[src/rtl/ir_rle_tx.sv]
module ir_rle_tx #(
  parameter int DEPTH   = 32,
  parameter int DIV_W   = 8,
  parameter int PW_W    = 3,
  parameter int CFQ_W   = 5,
  parameter int PW_RST  = 4,
  parameter int CFQ_RST = 9,
  parameter int DIV_RST = 3
) (
  input  logic                         clk,
  input  logic                         rst_n,
  input  logic                         wr_en,
  input  logic [1:0]                   wr_addr,
  input  logic [7:0]                   wr_data,
  output logic                         ir_out,
  output logic                         loop_out,
  output logic                         busy,
  output logic [$clog2(DEPTH+1)-1:0]   fill,
  output logic                         irq,
  output logic                         ovf_err
);
  localparam int AW    = $clog2(DEPTH);
  localparam int CNT_W = $clog2(DEPTH+1);
  localparam int RUN_W = 7;

  logic [7:0]       mem [DEPTH];
  logic [AW-1:0]    wp_q, rp_q;
  logic [CNT_W-1:0] cnt_q, lvl_thr;
  logic             busy_q, lvl_q, err_q;
  logic [RUN_W-1:0] run_q;
  logic [DIV_W-1:0] samp_q, div_q;
  logic [CFQ_W-1:0] ph_q, cfq_q;
  logic [PW_W-1:0]  pw_q;
  logic             ien_q, lb_q;
  logic [1:0]       thr_q;

  logic wr_sym, wr_ctl, clr, full, push, pop, samp_hit, sym_end, mod;
  logic [7:0] head;

  assign wr_sym   = wr_en && (wr_addr == 2'd0);
  assign wr_ctl   = wr_en && (wr_addr == 2'd1);
  assign clr      = wr_ctl && wr_data[3];
  assign full     = (cnt_q == CNT_W'(DEPTH));
  assign push     = wr_sym && !full;
  assign samp_hit = busy_q && (samp_q >= div_q);
  assign sym_end  = samp_hit && (run_q == '0);
  assign pop      = (!busy_q || sym_end) && (cnt_q != '0);
  assign head     = mem[rp_q];

  always_comb begin
    case (thr_q)
      2'd0:    lvl_thr = CNT_W'(1);
      2'd1:    lvl_thr = CNT_W'(7);
      2'd2:    lvl_thr = CNT_W'(17);
      default: lvl_thr = CNT_W'(25);
    endcase
  end

  always_ff @(posedge clk) begin
    if (push) mem[wp_q] <= wr_data;
  end

  always_ff @(posedge clk or negedge rst_n) begin
    if (!rst_n) begin
      wp_q   <= '0;
      rp_q   <= '0;
      cnt_q  <= '0;
      busy_q <= 1'b0;
      lvl_q  <= 1'b0;
      run_q  <= '0;
      samp_q <= '0;
      ph_q   <= '0;
      err_q  <= 1'b0;
    end else if (clr) begin
      wp_q   <= '0;
      rp_q   <= '0;
      cnt_q  <= '0;
      busy_q <= 1'b0;
      err_q  <= 1'b0;
    end else begin
      if (wr_sym && full) err_q <= 1'b1;
      if (push) wp_q <= (wp_q == AW'(DEPTH-1)) ? '0 : wp_q + 1'b1;
      if (pop)  rp_q <= (rp_q == AW'(DEPTH-1)) ? '0 : rp_q + 1'b1;
      case ({push, pop})
        2'b10:   cnt_q <= cnt_q + 1'b1;
        2'b01:   cnt_q <= cnt_q - 1'b1;
        default: cnt_q <= cnt_q;
      endcase
      if (pop) begin
        busy_q <= 1'b1;
        lvl_q  <= head[7];
        run_q  <= head[RUN_W-1:0];
        samp_q <= '0;
        ph_q   <= '0;
      end else if (busy_q) begin
        samp_q <= samp_hit ? '0 : samp_q + 1'b1;
        ph_q   <= (ph_q == cfq_q) ? '0 : ph_q + 1'b1;
        if (samp_hit) begin
          if (run_q == '0) busy_q <= 1'b0;
          else             run_q  <= run_q - 1'b1;
        end
      end
    end
  end

  always_ff @(posedge clk or negedge rst_n) begin
    if (!rst_n) begin
      ien_q <= 1'b0;
      thr_q <= 2'd2;
      lb_q  <= 1'b0;
      pw_q  <= PW_W'(PW_RST);
      cfq_q <= CFQ_W'(CFQ_RST);
      div_q <= DIV_W'(DIV_RST);
    end else if (wr_en) begin
      case (wr_addr)
        2'd1: begin
          ien_q <= wr_data[0];
          thr_q <= wr_data[2:1];
          lb_q  <= wr_data[4];
        end
        2'd2: begin
          pw_q  <= wr_data[PW_W-1:0];
          cfq_q <= wr_data[7 -: CFQ_W];
        end
        2'd3: div_q <= wr_data[DIV_W-1:0];
        default: ;
      endcase
    end
  end

  assign mod      = busy_q && !lvl_q && (ph_q < CFQ_W'(pw_q));
  assign ir_out   = mod && !lb_q;
  assign loop_out = mod && lb_q;
  assign busy     = busy_q;
  assign fill     = cnt_q;
  assign irq      = ien_q && (cnt_q <= lvl_thr);
  assign ovf_err  = err_q;
endmodule

[config.mk]
export PLATFORM = sky130hd
export DESIGN_NAME = ir_rle_tx
export DESIGN_NICKNAME = d
export VERILOG_FILES = /design/src/rtl/ir_rle_tx.sv
export SDC_FILE = /design/constraint.sdc
export NUM_CORES = 1
export LEC_CHECK = 0
export BUFFER_PORTS_ARGS = -buffer_cell sky130_fd_sc_hd__buf_4
export CORE_AREA = 2 2 127 179
export DETAILED_ROUTE_END_ITERATION = 7
export DIE_AREA = 0 0 129 181
export GPL_TIMING_DRIVEN = 0
export PLACE_DENSITY = 0.79
export SLEW_MARGIN = 10
export SYNTH_ARGS = -nofsm -noshare
export SYNTH_HDL_FRONTEND = slang
export SYNTH_SLANG_ARGS = --single-unit
[constraint.sdc]
create_clock -name clk -period 4.1 [get_ports clk]
set_input_delay 0.615 -clock clk [delete_from_list [all_inputs] [get_ports clk]]
set_output_delay 0.615 -clock clk [all_outputs]
set_load 0.05 [all_outputs]
; Word-level counts from Yosys, hierarchy flattened
; Memories as Yosys holds them, arrays and structs flattened.
; Cells that the tools add are included.
[totals]
ff_bits = 59
output_inout_bits = 11
inputBits = 13
mem_count = 1
word_cells = 101
ramBits = 256
[classes]
magnitude_cmp = 3
bitwise_logic = 1
n_eq_ne = 12
n_mux = 28
n_addsub = 7
reduce_logical = 34
[memory_table]
columns = name, words, width, rd, rd_clocked_by_memory_dff, wr, line_no
row1 = mem, 32, 8, 1, 0, 1, 26  ; logic [7:0] mem [DEPTH];
[op_table]
columns = op, count
row1 = 5-bit 2-to-1 mux, 9
row2 = 7-bit 2-to-1 mux, 4
row3 = 8-bit 2-to-1 mux, 3
row4 = 5-bit by 1-bit adder with 5-bit output (second input constant), 3
row5 = 5-bit one-hot mux with 3 select lines, 1
row6 = 1-bit logical AND, 13
row7 = 6-bit one-hot mux with 2 select lines, 1
row8 = 5-bit == test (second input constant), 2
row9 = 2-bit AND reduction, 5
row10 = 2-bit nonzero test, 5
row11 = 1-bit 2-to-1 mux, 9
row12 = 8-bit by 1-bit adder with 8-bit output (second input constant), 1
row13 = 2-bit == test (second input constant), 4
row14 = 8-bit >= comparator, 1
row15 = 7-bit zero test, 1
row16 = 7-bit by 1-bit subtractor with 7-bit output (second input constant), 1
row17 = 6-bit by 1-bit adder with 6-bit output (second input constant), 1
row18 = 2-bit by 1-bit == test with 1-bit output (second input constant), 3
row19 = 6-bit == test (second input constant), 1
row20 = 6-bit less-or-equal comparator, 1
row21 = 6-bit 2-to-1 mux, 1
row22 = 6-bit nonzero test, 1
row23 = 6-bit by 1-bit subtractor with 6-bit output (second input constant), 1
row24 = 5-bit == test, 1
row25 = other kinds (8), 12

; Logic depth before layout (Yosys ltp)
; Gate-level depths: netlist of run 1.
[depth]
depth_word = 8
ltp_mapped = 14
mapped_depth_nobuf = 12

; Worst setup path after synthesis of run 1
; OpenSTA, ideal clock, no wires.
[synth_path]
kind = register to output
startpoint = register cnt_q[2] (netlist: fill[2])
endpoint = output port irq
n_path_buf = 0
required_ps = 3485
arrival_ps = 2678
slack_ps = 807
path_stages_with_launch = 7
cell_sequence = dfrtp_1 ha_1 a21o_1 a21o_1 a21oi_1 a31oi_1 nor3b_1
[synth_via]
elab_chain_cells = 2
[synth_rtl]
columns = element, line_no
row1 = from (decl), 28  ; logic [CNT_W-1:0] cnt_q, lvl_thr;
row2 = from (signal assigned), 85  ; 2'b10: cnt_q <= cnt_q + 1'b1;
row3 = from (signal assigned), 86  ; 2'b01: cnt_q <= cnt_q - 1'b1;
row4 = from (signal assigned), 87  ; default: cnt_q <= cnt_q;
row5 = 6-bit less-or-equal comparator, 136  ; assign irq = ien_q && (cnt_q <= lvl_thr);
row6 = 1-bit logical AND, 136
row7 = to (decl), 19  ; output logic irq,
; Every way passes these cells.

; Worst setup path in the final report of run 1
[layout_path]
startpoint = register samp_q[7]
endpoint = register cnt_q[5] (netlist: fill[5])
[layout_via]
elab_chain_cells = 8
elab_cells_between_ends = 10
classes_between = order compare (1) / eq/ne (2) / mux (2) / reduce/logical (5)
[layout_rtl]
columns = element, line_no
row1 = from (decl), 31  ; logic [DIV_W-1:0] samp_q, div_q;
row2 = from (signal assigned), 96  ; samp_q <= samp_hit ? '0 : samp_q + 1'b1;
row3 = 8-bit >= comparator (*), 45  ; assign samp_hit = busy_q && (samp_q >= div_q);
row4 = 1-bit logical AND (*), 45
row5 = 1-bit logical AND (*), 46  ; assign sym_end = samp_hit && (run_q == '0);
row6 = 1-bit logical OR (*), 47  ; assign pop = (!busy_q || sym_end) && (cnt_q != '0);
row7 = 1-bit logical AND (*), 47
row8 = 2-bit by 1-bit == test with 1-bit output / 2-bit == test (equally long branches), 84  ; case ({push, pop})
row9 = 6-bit one-hot mux with 2 select lines, 84
row10 = 6-bit 2-to-1 mux, 74  ; end else if (clr) begin
; Mark *: on every way between the ends. The rest lies on a longest branch, timed or not.
; A chain may end at the register's enable or synchronous reset.

==> results of run 1 <==
==> kinds of logic (layout without fill, tap and decap cells) <==
family	count (synthesis)	in the layout	share of synthesized area
flip-flops	315	315	0.6798
AND/OR/NAND/NOR	194	194	0.07309
multiplexers	112	112	0.1461
AO/OA/AOI/OAI	100	100	0.05185
buffers and inverters	56	129	0.01855
adder cells (fa/ha/maj)	26	26	0.02411
XOR/XNOR	10	10	0.006492
==> state kept, by name (all words and copies together), names as in the netlist, 2 cells and up <==
signal / flops
mem: 256
div_q: 8
samp_q: 8
run_q: 7
fill: 6
cfq_q: 5
ph_q: 5
rp_q: 5
wp_q: 5
pw_q: 3
thr_q: 2
==> routing by layer <==
metal,global-route usage,part of all wire,vias to the layer above
met5,0,0,-
met1,0.3533,0.36,3950
met3,0.04205,0.075,102
li1,-,-,3314
met4,0.1191,0.048,0
met2,0.4720,0.52,426
==> layout by cell type (no fill, tap or decap), drive strengths merged, types with 16 or more instances in the layout <==
cell	n
buf	40
mux2	29
nand3	21
inv	20
clkbuf	50
ha	26
a21oi	20
mux2i	18
dfrtp	53
edfxtp	256
o21ai	26
mux4	65
nand2	43
nor2	53
nor3	16
==> cell usage after synthesis (all sizes together) (18+ instances only) <==
library cell / instances / area (µm²)
mux4: 65 / 1464
ha: 26 / 325.3
mux2i: 18 / 180.2
clkbuf: 18 / 67.56
o21ai: 26 / 130.1
a21oi: 20 / 100.1
buf: 18 / 107.6
edfxtp: 256 / 7687
mux2: 29 / 326.6
dfrtp: 53 / 1326
nor2: 53 / 215.2
nand2: 43 / 168.9
inv: 20 / 75.07
nand3: 21 / 105.1
==> final timing paths <==
check	from	to	slack (ns)	cells after the start
worst min-delay path	rst_n	fill[1]	0.12	1
worst max-delay path	samp_q[7]	fill[5]	0.47	10
min in group clk	wr_addr[0]	ovf_err	0.45	2
max in group asynchronous	rst_n	div_q[2]	3.46	1
worst max register to register	samp_q[7]	fill[5]	0.47	10
worst min register to register	div_q[4]	div_q[4]	0.51	1
==> power by group through the flow <==
stage	sequential, mW	clock (mW)	combinational [mW]
after floorplan	3.96	0	1.49
final	3.87	2.69	2.21
after global routing	3.90	2.83	2.36
after detailed placement	3.93	0	2.18
after CTS	3.87	2.71	2.21
after global placement	3.91	0	2.10
==> critical path, cell delays in order (launching register included) <==
cell and delay (ns):
sky130_fd_sc_hd__dfrtp_1 0.42, sky130_fd_sc_hd__ha_1 0.35, sky130_fd_sc_hd__and3_1 0.21, sky130_fd_sc_hd__a221oi_1 0.33, sky130_fd_sc_hd__a21boi_0 0.74, sky130_fd_sc_hd__nor3_1 0.18, sky130_fd_sc_hd__buf_2 0.24, sky130_fd_sc_hd__ha_1 0.38
sky130_fd_sc_hd__o21ai_0 0.11, sky130_fd_sc_hd__a32oi_1 0.21, sky130_fd_sc_hd__mux2_2 0.35
==> through the flow <==
stage,util,setup slack (ns)
detailed placement,0.6464,0.4804
finish,0.6898,0.4677
global route,0.6898,0.3242
CTS,0.6898,0.4641
global placement,0.6464,0.5330
floorplan,-,0.8072
==> layout make-up <==
class / count / area, µm² / share of cell area
sequential: 315 / 9171 / 0.6127
multi-input combinational: 442 / 4069 / 0.2718
clock buffer: 32 / 737.0 / 0.04923
tap: 297 / 371.6 / 0.02482
clock inverter: 19 / 205.2 / 0.01371
buffer: 36 / 175.2 / 0.01170
timing repair buffer: 22 / 165.2 / 0.01103
inverter: 20 / 75.07 / 0.005015
==> results.txt, run 1 <==
* Sequential Power Share: 0.441
- Grt ovf: 0
- Highest Clock Rate: roughly 280 MHz
- Across every metal layer, demand over resource in global routing totals 0.2767.
- Post-CTS setup buffer count: 0
- Drt drc: 0
- Static leakage: 5.135 nW
- Pwr/cell area: ~590 nW/µm²
- Top flip-flop cell by instance count after synthesis: sky130_fd_sc_hd__edfxtp_1
- After clock tree synthesis, the repair step resized 0 gates.
* Cell Count, Final, Fillers Out: 1183
- H-tree level count: 1
- Routed Wire Length: around 31000 µm
- Number of ports placed on the die boundary: 24
* Proportion of power drawn by combinational gates: 0.252
* Placed wire-length estimate after detailed placement: about 20000 µm
* Post-CTS Hold Buffers: 0
* Synth-to-Final Area Change: 10.96%
- In this run the cell area measured after placement is about 14000 µm².
* Via count of the first global-routing pass: 7913
* Number of clock buffers inserted by TritonCTS: 28
- The hold violation total from the final report came to 0.
- Average wire per standard cell: roughly 26 µm
- Buffers placed on the I/O ports in this run total 22.
- The tree built by TritonCTS fans out to between 300 and 400 sinks.
- Transition at the pin with the smallest max-transition slack: 0.9561 ns
- Netlist area before placement: 13490 µm²
* Pin count of the biggest net entering global routing: 60
- Worst Hold Class: in2async
- Std-Cell Rows: 64
- Across all hold checks on the routed design, the worst slack comes to between 0.1 and 0.15 ns.
- Of the cells placed in the final design, the portion with a size suffix greater than 1 is 0.2144.
- Final cell area excluding filler cells: about 15000 µm²
- Once placement completed, the tool counted placed cells totaling 1132.
- The final route contains 7792 vias.
* Drt initial violations: 783
- Along the worst path, the maximum fanout reaches 10.
- The number of pins exceeding their max-slew limit in the final report was 0.
- Number of antenna violations at the first check in global routing: 0
* Number of different library cells in the post-synthesis netlist: 67
- The internal power of the cells totals 6.157 mW.
- Data on the critical path arrives at its endpoint at approximately 4 ns.
- Mean instance size in the synthesized netlist: about 17 µm²
* Final setup violation count: 0
- Routability-driven placement congestion ratio: about 0.9
- The first detailed-routing pass ran for 5 iterations.
- No sink is reached through more buffers than the 3 on the longest clock path.
- Setup repair after global routing missed its margin: false
* Sw frac: 0.2985
- Ant. Diodes: 0
- Counting flops with an async set or reset pin after synthesis yields a share of 0.1873.
- In the final timing run, aggregate negative setup slack is 0 ns.
* Synthesized Nets: 852
- The floorplan step defined a die boundary enclosing between 20000 and 25000 µm².
- The worst setup path is captured at a flip-flop.
* Starting utilization of the core area: 0.6217
* Floorplan die height: 181 µm
- Ys Warns: 0
- Startpoint Class: flip-flop
- Measured along the x axis, the die boundary spans ~130 µm.
* Clock root buffer master: sky130_fd_sc_hd__clkbuf_16
- The share of the Yosys chip area taken by registers is 0.6798.
* Max-capacitance violation count: 0
- Clk pin slew, worst setup/hold paths: 0.07 ns
- For the worst setup path, the data required time is approximately 4.5 ns.
* Area of the core region: 21700 µm²
- Number of nets with antenna violations after routing: 0
* Global-route wire length before repair: between 40000 and 50000 µm
- Synthesis produced about 810 cells.
- In the routed layout, each cell is associated on average with a via count of around 6.6.
* Normalized max-slew margin: 0.3602
- TritonCTS built the clock tree.
* Final-stage net count: approximately 900
- The run finished with clean final reports.
* Worst clock skew: 0.01323 ns
- The routed design could run at a clock period as short as 3.632 ns.
- # fillers: 1337
- The synthesized design contains 256 enable-type register cells.
- The design draws 8.776 mW.
* Final period util: 0.8859
- Synthesis inferred 315 register bits.
* Clock Latency Late Sink: 0.55 ns
- Of the total power, the clock network draws 0.307.
- For this design the total switching power over the nets is 2.620 mW.
- Worst supply voltage drop on vdd: 0.3411 mV
* Type of the worst setup path: reg2reg
Note: power is estimated with default switching activity, not from simulation.
==> run 2: changes to the inputs <==
==> constraint.sdc (replaced) <==
create_clock -name clk -period 4.1 [get_ports clk]
set_input_delay 0.615 -clock clk [delete_from_list [all_inputs] [get_ports clk]]
set_output_delay 0.615 -clock clk [all_outputs]
set_load 0.1 [all_outputs]
==> run 2 against run 1 <==
Net effect: sequential share of layout area decreased by 0.061 points; count of clock-buffer cells in the layout unchanged; flip-flop and latch count unchanged; via count decreased by 0.74%; global-route usage decreased by 0.58 points; hold slack improved by 0.016 ns; final cell count about the same; register-to-register slack got worse by 0.05 ns; die area unchanged; maximum frequency decreased by 1.3%; non-clock buffer count unchanged; setup slack got worse by 0.049 ns; critical endpoint unchanged; highest routed layer unchanged.
==> results.txt, run 2 (same netlist as run 1, synthesis figures left out) <==
* Final count of hold timing violations: 0 (unchanged)
* Clock Latency Late Sink: 0.55 ns (about the same)
* Pin count of the biggest net entering global routing: 60 (unchanged)
- The standard cell area after detailed placement came to 14030 µm² (about the same).
- The starting density of the core came to 0.6217 (unchanged).
* GRT Overall Usage: 0.2709 (-0.005836)
- Max-capacitance violation count: 0 (unchanged)
- Setup repair after global routing missed its margin: false
- In the layout the commonest cells are 256 x sky130_fd_sc_hd__edfxtp_1, 65 x sky130_fd_sc_hd__mux4_2, 53 x sky130_fd_sc_hd__dfrtp_1.
- Final-stage net count: 905 (+0.11%)
- Type of the worst setup path: reg2reg
- Worst Reg-to-Reg Cells: 10 (unchanged)
- Sequential cell area in the final layout: 9171 µm² (unchanged)
- Static leakage: 5.136 nW (about the same)
- Die footprint: 23350 µm² (unchanged)
- The largest vdd supply drop is 0.3719 mV (+9.1%).
- Register-to-register path setup slack: 0.42 ns (-0.05 ns)
- The worst register-to-register path begins at samp_q[7].
* Number of flip-flops in the largest register: 256 (unchanged)
- Final setup violation count: 0 (unchanged)
- Normalized max-slew margin: 0.3375 (-0.02275)
- The total area of multi-input combinational cells was 4074 µm² (+0.12%).
- In this run the critical register-to-register path is captured at fill[5].
* Clock period minus final worst setup slack: 3.682 ns (+0.04945 ns)
* Pwr/cell area: 596.3 nW/µm² (+1.7%)
- The number of top-level pins is 24 (unchanged).
- STA classifies the critical path startpoint as a flip-flop.
- The number of violations reported at the end of detailed-routing iteration 0 was 812 (+3.7%).
- Reg with most FFs: mem
- Transition at the pin with the smallest max-transition slack: 0.9901 ns (+0.03400 ns)
- STA classifies the critical path endpoint as a flip-flop.
- Data arrival time at the worst-slack endpoint: 4.10 ns (+0.03 ns)
- Number of clock buffers inserted by TritonCTS: 29 (+3.6%)
- The clock transition time at the flip-flop clock pins of the worst setup and hold paths came to 0.06 ns (about the same).
- H-tree level count: 1 (unchanged)
* Routed via count: 7734 (-0.74%)
* Grt ovf: 0 (unchanged)
- Final period util: 0.8980 (+0.01206)
* Number of antenna violations at the first check in global routing: 0 (unchanged)
* Synth-to-Final Area Change: 11.07%
- The number of buffers added on ports came to 22 (unchanged).
- The largest fanout of any net on the critical path is 10 (unchanged).
- The finished layout cell area is 14980 µm² (+0.10%).
* Ant. Diodes: 0 (unchanged)
- The met2 demand-to-capacity share in global routing is 0.4758 (+0.003810).
* Max Root-Sink Buffers: 3 (unchanged)
* Fraction of layout cells with a size suffix above 1: 0.2124 (-0.002018)
* Drt drc: 0 (unchanged)
- Clock tree synthesis selected as its root buffer the cell sky130_fd_sc_hd__clkbuf_16.
- Placed wire-length estimate after detailed placement: 19970 µm (-0.38%)
- Via count of the first global-routing pass: 8026 (+1.4%)
- The library cell used most frequently in the layout, excluding fill and tap cells, is sky130_fd_sc_hd__edfxtp_1.
* Smallest hold slack: 0.1388 ns (+0.01597 ns)
* Std-Cell Rows: 64 (unchanged)
* Detailed Routing Iterations Pass 1: 5 (unchanged)
- Required time of the worst setup path: 4.52 ns (about the same)
* Most common cell type on the critical path: sky130_fd_sc_hd__ha_1
* Post-CTS setup buffer count: 0 (unchanged)
- Routed Wire Length: 30710 µm (-2.0%)
- Count of clock tree sinks: 315 (unchanged)
- Number of nets with antenna violations after routing: 0 (unchanged)
- The delay of the slowest cell on the worst path came to 0.70 ns (-0.04 ns).
- Cells traversed along the worst timing path: ha_1 > and3_1 > a221oi_1 > a21boi_0 > nor3_1 > buf_2 > ha_1 > o21ai_0 > a32oi_1 > mux2_2
* Total power after layout: 8.935 mW (+1.8%)
- The routed length per placed instance came to 25.98 µm (-1.9%).
* Worst Hold Class: in2async
- The most critical setup path has its startpoint at samp_q[7].
* # fillers: 1376 (+2.9%)
* TritonCTS clock tree: built
- Routability-driven placement congestion ratio: 0.8904 (-1.1%)
- The met1 layer usage reported by global route came to 0.3378 (-0.01555).
- The number of buffers inserted for hold repair after clock tree synthesis is 0 (unchanged).
- Post-CTS Resized: 0 (unchanged)
- The run finished with clean final reports.
- Pins over their slew limit: 0 (unchanged)
* Met3 global-route usage: 0.03702 (-0.005034)
- The most critical setup path has its endpoint at fill[5].
- Core occupancy in the finished layout: 0.6905 (+0.0006920)
- Worst clock skew: 0.01589 ns (+0.002660 ns)
- Area of the core region: 21700 µm² (unchanged)
- The largest registers in the layout are mem x256, div_q x8, samp_q x8.
- Busiest layer in global routing: met2
* Slowest CP cell: sky130_fd_sc_hd__a21boi_0
- The height of the die is 181 µm (unchanged).
- Setup TNS after final layout: 0 ns (unchanged)
* Global-route wire length before repair: 46620 µm (-2.4%)
- Width of the die: 129 µm (unchanged)
- Vias per Instance: 6.543 (-0.66%)
* Highest Clock Rate: 271.6 MHz (-1.3%)
==> run 2: critical path, delay by kind of cell (launching register included) <==
kind                       cells  cell delay, ns
AOI/OAI and AO/OA              4            1.40
adders and majority gates      2            0.72
DFF                            1            0.42
and+or+nand+nor                2            0.42
muxes                          1            0.35
buffers and inverters          1            0.25
==> run 2: worst min path at each step <==
stage,from,endpoint,cells past startpoint
2_1_floorplan,rst_n,busy,0
3_3_place_gp,ien_q,ien_q,1
4_1_cts,rst_n,fill[2],1
6_report,rst_n,fill[0],1
5_1_grt,rst_n,fill[0],1
3_5_place_dp,pw_q[0],pw_q[0],1
==> run 2: cell type report <==
class,instances,share of cell area
Sequential cell,315,0.6121
Multi-Input combinational cell,442,0.2719
Clock buffer,32,0.04918
Tap cell,297,0.02480
Clock inverter,18,0.01436
Buffer,36,0.01169
Timing Repair Buffer,22,0.01102
Inverter,20,0.005010
==> run 2: metrics by stage <==
stage	worst slack [ns]	instances
finish	0.4183	1182
CTS	0.4613	1182
detailed placement	0.4684	1132
global placement	0.5196	1132
floorplan	0.4000	813
global route	0.3040	1182
==> run 2: metal layers <==
layer / vias up / wire length [µm]
met5: - / 0
met4: 0 / 1306
met3: 78 / 2180
met2: 420 / 16430
met1: 3920 / 10790
li1: 3316 / -
==> run 2: report_power, final <==
part	internal [mW]	switching (mW)	leakage [nW]
clock	1.60	1.12	0.455
sequential	3.65	0.217	3.03
combinational	0.961	1.38	1.66
total	6.21	2.72	5.14
